File: src/rtl/shm_regs_pkg.sv
package shm_regs_pkg;

   localparam int OFF_ENABLE = 'h00;
   localparam int OFF_CAUSE  = 'h04;
   localparam int OFF_IDENT  = 'h08;
   localparam int OFF_BELL   = 'h0C;

   typedef enum logic [1:0] {
      SZ_BYTE = 2'd0,
      SZ_HALF = 2'd1,
      SZ_WORD = 2'd2,
      SZ_RSVD = 2'd3
   } acc_size_e;

   typedef struct packed {
      logic wr_enable;
      logic wr_cause;
      logic wr_bell;
      logic rd_enable;
      logic rd_cause;
      logic rd_ident;
      logic rd_any;
   } acc_strobe_t;

endpackage

File: src/rtl/shm_access_decode.sv
module shm_access_decode
   import shm_regs_pkg::*;
#(
   parameter int ADDR_W = 8
) (
   input  logic              req_valid,
   input  logic              req_write,
   input  logic [1:0]        req_size,
   input  logic [ADDR_W-1:0] req_addr,
   output acc_strobe_t       acc
);
   localparam logic [ADDR_W-1:0] A_ENABLE = ADDR_W'(OFF_ENABLE);
   localparam logic [ADDR_W-1:0] A_CAUSE  = ADDR_W'(OFF_CAUSE);
   localparam logic [ADDR_W-1:0] A_IDENT  = ADDR_W'(OFF_IDENT);
   localparam logic [ADDR_W-1:0] A_BELL   = ADDR_W'(OFF_BELL);

   logic              is_word;
   logic              wr_ok;
   logic              rd_ok;
   logic [ADDR_W-1:0] wr_addr;

   always_comb begin
      is_word = (acc_size_e'(req_size) == SZ_WORD);
      wr_ok   = req_valid &&  req_write && is_word;
      rd_ok   = req_valid && !req_write && is_word;
      wr_addr = {req_addr[ADDR_W-1:2], 2'b00};

      acc.wr_enable = wr_ok && (wr_addr == A_ENABLE);
      acc.wr_cause  = wr_ok && (wr_addr == A_CAUSE);
      acc.wr_bell   = wr_ok && (wr_addr == A_BELL);
      acc.rd_enable = rd_ok && (req_addr == A_ENABLE);
      acc.rd_cause  = rd_ok && (req_addr == A_CAUSE);
      acc.rd_ident  = rd_ok && (req_addr == A_IDENT);
      acc.rd_any    = req_valid && !req_write;
   end
endmodule

File: src/rtl/shm_irq_state.sv
module shm_irq_state
   import shm_regs_pkg::*;
#(
   parameter int DATA_W = 32,
   parameter int EVT_W  = 8
) (
   input  logic              clk,
   input  logic              rst,
   input  acc_strobe_t       acc,
   input  logic [DATA_W-1:0] wdata,
   input  logic              evt_valid,
   input  logic [EVT_W-1:0]  evt_data,
   output logic [DATA_W-1:0] enable_q,
   output logic [DATA_W-1:0] cause_q,
   output logic              irq
);
   localparam int PAD_W = DATA_W - EVT_W;

   logic [DATA_W-1:0] evt_word;

   generate
      if (PAD_W > 0) begin : g_evt_pad
         assign evt_word = {{PAD_W{1'b0}}, evt_data};
      end else begin : g_evt_full
         assign evt_word = evt_data[DATA_W-1:0];
      end
   endgenerate

   // enable word deliberately has no reset
   always_ff @(posedge clk) begin
      if (acc.wr_enable) enable_q <= wdata;
   end

   always_ff @(posedge clk) begin
      if (rst)                cause_q <= '0;
      else if (evt_valid)     cause_q <= evt_word;
      else if (acc.rd_cause)  cause_q <= '0;
      else if (acc.wr_cause)  cause_q <= wdata;
   end

   assign irq = |(cause_q & enable_q);
endmodule

File: src/rtl/shm_read_port.sv
module shm_read_port
   import shm_regs_pkg::*;
#(
   parameter int DATA_W = 32,
   parameter int ID_W   = 16
) (
   input  logic              clk,
   input  logic              rst,
   input  acc_strobe_t       acc,
   input  logic [DATA_W-1:0] enable_q,
   input  logic [DATA_W-1:0] cause_q,
   input  logic              shm_mapped,
   input  logic [ID_W-1:0]   local_id,
   output logic              rsp_valid,
   output logic [DATA_W-1:0] rsp_rdata
);
   localparam int ID_PAD = DATA_W - ID_W;

   logic [DATA_W-1:0] id_word;
   logic [DATA_W-1:0] sel;

   generate
      if (ID_PAD > 0) begin : g_id_pad
         assign id_word = {{ID_PAD{1'b0}}, local_id};
      end else begin : g_id_full
         assign id_word = local_id[DATA_W-1:0];
      end
   endgenerate

   always_comb begin
      sel = '0;
      if (acc.rd_enable) sel = enable_q;
      if (acc.rd_cause)  sel = cause_q;
      if (acc.rd_ident)  sel = shm_mapped ? id_word : '1;
   end

   always_ff @(posedge clk) begin
      if (rst) begin
         rsp_valid <= 1'b0;
         rsp_rdata <= '0;
      end else begin
         rsp_valid <= acc.rd_any;
         if (acc.rd_any) rsp_rdata <= sel;
      end
   end
endmodule

File: src/rtl/shm_bell_port.sv
module shm_bell_port
   import shm_regs_pkg::*;
#(
   parameter int DATA_W = 32
) (
   input  logic              clk,
   input  logic              rst,
   input  acc_strobe_t       acc,
   input  logic [DATA_W-1:0] wdata,
   output logic              bell_valid,
   output logic [DATA_W-1:0] bell_data
);
   always_ff @(posedge clk) begin
      if (rst) begin
         bell_valid <= 1'b0;
         bell_data  <= '0;
      end else begin
         bell_valid <= acc.wr_bell;
         if (acc.wr_bell) bell_data <= wdata;
      end
   end
endmodule

File: src/rtl/shm_irq_regs.sv
module shm_irq_regs
   import shm_regs_pkg::*;
#(
   parameter int DATA_W = 32,
   parameter int ADDR_W = 8,
   parameter int EVT_W  = 8,
   parameter int ID_W   = 16
) (
   input  logic              clk,
   input  logic              rst,
   input  logic              req_valid,
   input  logic              req_write,
   input  logic [1:0]        req_size,
   input  logic [ADDR_W-1:0] req_addr,
   input  logic [DATA_W-1:0] req_wdata,
   output logic              rsp_valid,
   output logic [DATA_W-1:0] rsp_rdata,
   input  logic              evt_valid,
   input  logic [EVT_W-1:0]  evt_data,
   input  logic              shm_mapped,
   input  logic [ID_W-1:0]   local_id,
   output logic              irq,
   output logic              bell_valid,
   output logic [DATA_W-1:0] bell_data
);
   generate
      if (DATA_W != 32) begin : g_bad_data
         $error("shm_irq_regs: DATA_W must be 32 for a 4-byte register stride");
      end
      if (ADDR_W < 4) begin : g_bad_addr
         $error("shm_irq_regs: ADDR_W too small for the register window");
      end
      if (EVT_W > DATA_W || ID_W > DATA_W) begin : g_bad_width
         $error("shm_irq_regs: EVT_W and ID_W must not exceed DATA_W");
      end
   endgenerate

   acc_strobe_t       acc;
   logic [DATA_W-1:0] enable_q;
   logic [DATA_W-1:0] cause_q;

   shm_access_decode #(.ADDR_W(ADDR_W)) u_decode (
      .req_valid (req_valid),
      .req_write (req_write),
      .req_size  (req_size),
      .req_addr  (req_addr),
      .acc       (acc)
   );

   shm_irq_state #(.DATA_W(DATA_W), .EVT_W(EVT_W)) u_state (
      .clk       (clk),
      .rst       (rst),
      .acc       (acc),
      .wdata     (req_wdata),
      .evt_valid (evt_valid),
      .evt_data  (evt_data),
      .enable_q  (enable_q),
      .cause_q   (cause_q),
      .irq       (irq)
   );

   shm_read_port #(.DATA_W(DATA_W), .ID_W(ID_W)) u_read (
      .clk        (clk),
      .rst        (rst),
      .acc        (acc),
      .enable_q   (enable_q),
      .cause_q    (cause_q),
      .shm_mapped (shm_mapped),
      .local_id   (local_id),
      .rsp_valid  (rsp_valid),
      .rsp_rdata  (rsp_rdata)
   );

   shm_bell_port #(.DATA_W(DATA_W)) u_bell (
      .clk        (clk),
      .rst        (rst),
      .acc        (acc),
      .wdata      (req_wdata),
      .bell_valid (bell_valid),
      .bell_data  (bell_data)
   );
endmodule

File: config.mk
export PLATFORM = sky130hd
export DESIGN_NAME = shm_irq_regs
export DESIGN_NICKNAME = d
export VERILOG_FILES = /design/src/rtl/shm_regs_pkg.sv /design/src/rtl/shm_access_decode.sv /design/src/rtl/shm_irq_state.sv /design/src/rtl/shm_read_port.sv /design/src/rtl/shm_bell_port.sv /design/src/rtl/shm_irq_regs.sv
export SDC_FILE = /design/constraint.sdc
export NUM_CORES = 1
export LEC_CHECK = 0
export CORE_ASPECT_RATIO = 1.25
export CORE_MARGIN = 4
export CORE_UTILIZATION = 48
export DETAILED_ROUTE_END_ITERATION = 8
export HOLD_SLACK_MARGIN = 0.02
export PLACE_DENSITY_LB_ADDON = 0.1
export SETUP_SLACK_MARGIN = 0.5
export SLEW_MARGIN = 20
export SYNTH_ARGS = -nofsm -noshare
export SYNTH_HDL_FRONTEND = slang
export SYNTH_SLANG_ARGS = --single-unit
File: constraint.sdc
create_clock -name clk -period 7.95 [get_ports clk]
set_input_delay 2.385 -clock clk [delete_from_list [all_inputs] [get_ports clk]]
set_output_delay 2.385 -clock clk [all_outputs]
set_load 0.01 [all_outputs]
# == Word-level counts from Yosys, hierarchy flattened ==
# Cells that the tools add are included.
# totals
regBits,130
in_bits,72
out_inout_bits,67
wordCells,36
# op_classes
eq_ne,5
n_mux,7
bitwise,1
n_reduce_logical,16
# ops
op,count
two-way mux 32 bit,4
bitwise AND 32 bit,1
OR reduction 32 bit,1
two-way mux 8 bit,3
logical AND 1 bit,10
"equality test 8 x 3 -> 1 bit, second input constant",1
"equality test 8 x 4 -> 1 bit, second input constant",1
zero test 8 bit,1
"equality test 6 x 1 -> 1 bit, second input constant",1
"equality test 6 x 2 -> 1 bit, second input constant",1
zero test 6 bit,1
nonzero test 3 bit,1
OR reduction 3 bit,1
"equality test 2 bit, second input constant",1
zero test 1 bit,1

# == Logic depth before layout (Yosys ltp) ==
# logic_depth
ltp_word,7
depth_mapped,6
depth_no_buf,4

# == Hierarchy ==
# Synthesis repeated with hierarchy kept, for this count alone.
# hier_totals
cells_unflattened,473
hier_area_um2,5432.7
# by_module_without_submodules
module,instances,cells_per_inst,area_each_um2
shm_irq_state,1,177,2361.0
shm_read_port,1,174,1761.7
shm_bell_port,1,106,1202.4
shm_access_decode,1,16,107.6

# == Least setup slack after synthesis ==
# Ideal clock, no wire load.
# synth_path
path_kind,input -> register
from,in req_addr[2]
to,reg u_state.enable_q[0] (enable)
setup_ps,502
arrival_time_ps,6185
required_ps,7448
slack_ps,1263
path_stages,4
n_path_buf,3
path_cell_list,clkbuf_1 buf_1 clkbuf_1 nor4_1
# synth_rtl
item,line,text
from (decl),shm_irq_regs.sv:14,"input logic [ADDR_W-1:0] req_addr,"
to (signal assigned),shm_irq_state.sv:31,if (acc.wr_enable) enable_q <= wdata;
to (decl),shm_irq_state.sv:13,"output logic [DATA_W-1:0] enable_q,"

# == Final worst setup path ==
# layout_path
from,in req_addr[2]
to,reg u_state.cause_q[11]
# layout_via
elab_chain_len,3
elab_cells_between_ends,5
# layout_rtl
item,line,text
equality test 8 x 3 -> 1 bit,shm_access_decode.sv:32,acc.rd_cause = rd_ok && (req_addr == A_CAUSE);
logical AND 1 bit,shm_access_decode.sv:32,
OR reduction 3 bit (no source line),--,
to (signal assigned),shm_irq_state.sv:36,else if (evt_valid) cause_q <= evt_word;
to (signal assigned),shm_irq_state.sv:38,else if (acc.wr_cause) cause_q <= wdata;
to (decl),shm_irq_state.sv:14,"output logic [DATA_W-1:0] cause_q,"
# Parallel ways exist; a longest one is shown, timed or not.
# A chain may end at the register's enable or synchronous reset.

==> flow_metrics.tcl <==
set metrics [dict create \
    setup_violations 0 \
    grt_pass1_wl_mm 23.3 \
    ctsRootBufferMaster "clkbuf_16" \
    synth_area_um2 5240 \
    switching_power_uw 344 \
    layout.nets 769 \
    p_int_uw 1210 \
    ys_types 35 \
    tritoncts "yes" \
    ys_seq_elements 130 \
    synth_warnings 0 \
    overflow 0 \
    io-pin-count 139 \
    area_delta_synth_final_pct 38.4 \
    numCtsBuffers 17 \
    endpoint_kind "flop" \
    syn_avg_cell_area_um2 9.15 \
    worstSetupStartpointType "input pin" \
    n_antenna_cell 0 \
    drt-met1-wl_mm 6.57 \
    dpl_cell_area_um2 6670 \
    fin_crit_ps 4890 \
    fin_area_um2 7240 \
    viasPerCell 5.42 \
    setup-tns-final_ps 0 \
    worstMarginPinSlew_ps 1050 \
    yosys.area.top_type_share_pct 37.5 \
    antenna_found_initial 0 \
    clk_latency_ps 410 \
    syn_nets 644 \
    slew_headroom_pct 30.3 \
    clkTransAtPathRegs_ps 50 \
    rr_worst_depth 4 \
    clock_sinks 130 \
    grt_setup_unrepaired "false" \
    cp_data_required_time_ps 8190 \
    die_y_um 125 \
    grt.total_usage_pct 23.7 \
    final_cell_mix "clkdlybuf4s50_1 (137), nand2_1 (129), dfxtp_1 (98)" \
    drt_iter0_drc 349 \
    maxCapViolations 0 \
    start_util_pct 49.3 \
    hold_slack_ps 450 \
    fin_crit_sh_pct 61.5 \
    gp_congestion 0.844 \
    post_cts_buffers 0 \
    p_clk_share_pct 48.4 \
    drc 0 \
    synth_cells 572 \
    outcome "completed" \
    hold_path_class "flop to flop" \
    fin_skew_ps 8.51 \
    criticalPathCategory "input pin to flop" \
    wl_met2_mm 6.89 \
    die_w_um 101 \
    top_layer "met4" \
    core_region_area_um2 10600 \
    synthTopCellsByArea "dfxtp_1 (37%), edfxtp_1 (18%), nand2_1 (9.2%), a21oi_1 (7.6%), o21ai_0 (3.7%)" \
    power_leakage_uw 0.00247 \
    final_hold_viol_count 0 \
    die_area_um2 12700 \
    ctsResizeCount 0 \
    arrival_ps 5140 \
    p_per_area_nw_per_um2 215 \
    clock_path_buffers 2 \
    cts_hold_buf 0 \
    dpl.hpwl_mm 10.3 \
    finalCoreUtilization_pct 68.2 \
    final_common_cell "clkdlybuf4s50_1" \
    grt_max_degree 61 \
    wl_met3_mm 1.03 \
    vias 4562 \
    cp_max_fo 24 \
    grt_pass1_vias 4461 \
    ant_nets 0 \
    holdPathStages 2 \
    p_comb_share_pct 7.2 \
    numPortBuffers 138 \
    firstDrtPassIters 4 \
    p_sw_share_pct 22.1 \
    drive_gt1_share_pct 9.15 \
    htreeDepth 4 \
    synth_top_area_cell "dfxtp_1" \
    num_rows 42 \
    fmax_mhz 204 \
    maxSlewViolCount 0 \
    wl_per_cell_um 17.4 \
    drt_wl_total_mm 14.6 \
    peakVddDrop_mv 0.150 \
    p_seq_share_pct 44.4 \
    yosysSeqAreaShare_pct 55.8 \
]
[registers in the layout (all words and copies together) (netlist names)]
| name | count |
|---|---|
| u_bell.bell_data | 32 |
| u_bell.bell_valid | 1 |
| u_read.rsp_rdata | 32 |
| u_read.rsp_valid | 1 |
| u_state.cause_q | 32 |
| u_state.enable_q | 32 |
[power groups by stage]
stage               logic [µW]  clock network [µW]  registers [µW]
floorplan                 42.9                   0             705
detailed placement         110                   0             705
CTS                        111                 762             691
global route               120                 796             691
finish                     112                 753             691
global placement           108                   0             705
[critical path, cell delays in order]
cell and delay [ps]:
clkdlybuf4s50_1 850, buf_4 400, nor2b_1 220, buf_4 280, a311o_1 900, a21oi_1 90
[layer usage]
metal  track usage (%)  vias to the layer above
met4              8.76                        0
met2              36.0                      166
met5                 0                        -
met1              32.4                     2127
met3              5.94                       10
li1                  -                     2259
[stage by stage]
step                      instances  total power (µW)  worst slack (ps)
final                           842              1560              3060
after global routing            842              1610              2820
after CTS                       842              1560              3120
after detailed placement        810               815              2700
after global placement          810               813              2790
after floorplan                 572               748              1260
[Yosys cell counts]
| cell type | n |
|---|---|
| nor2_1 | 43 |
| buf_1 | 4 |
| o21ai_1 | 1 |
| nand3_1 | 2 |
| or4_1 | 2 |
| edfxtp_1 | 32 |
| mux2_2 | 16 |
| nor3_1 | 16 |
| a22oi_1 | 16 |
| buf_2 | 7 |
| nand2b_1 | 2 |
| and4_1 | 1 |
| buf_4 | 2 |
| nor4_4 | 1 |
| nor4_1 | 3 |
| or3b_2 | 1 |
| o311a_1 | 8 |
| and4b_1 | 1 |
| buf_6 | 1 |
| nor2_4 | 1 |
| nand4_1 | 5 |
| inv_1 | 9 |
| nand2_1 | 129 |
| a311o_1 | 1 |
| nor3_2 | 3 |
| o2111ai_1 | 1 |
| or4b_4 | 1 |
| o2bb2ai_1 | 16 |
| o21ai_0 | 39 |
| dfxtp_1 | 98 |
| nor2b_1 | 2 |
| a21oi_1 | 80 |
| o31ai_4 | 1 |
| clkbuf_1 | 25 |
| nand4b_1 | 2 |
[cell type report]
type                       count  area [µm²]
tap                          132         165
clock inverter                13         135
sequential                   130        2920
timing repair buffer         145        1430
clock buffer                  19         443
multi-input combinational    394        2120
fill                         876        3370
inverter                       9        33.8
[path summary, 6_finish.rpt]
path                                                    endpoint  slack (ps)                             start
worst min-delay path            u_bell.bell_data[8]$_SDFFE_PP0P_         450  u_bell.bell_data[8]$_SDFFE_PP0P_
worst max-delay path            u_state.cause_q[11]$_SDFFE_PP0P_        3060                       req_addr[2]
worst max register to register  u_read.rsp_rdata[5]$_SDFFE_PP0P_        6830     u_state.enable_q[5]$_DFFE_PP_
worst min register to register  u_bell.bell_data[8]$_SDFFE_PP0P_         450  u_bell.bell_data[8]$_SDFFE_PP0P_
[kinds of logic (layout without fill, tap and decap cells)]
logic type / count (synthesis) / count (layout) / share of synthesized area [%]
buffers and inverters: 48 / 186 / 3.90
AOI/OAI and AO/OA: 163 / 163 / 18.7
DFF: 130 / 130 / 55.8
and+or+nand+nor: 215 / 215 / 18.1
muxes: 16 / 16 / 3.44
Power figures use the tool's default switching activity.
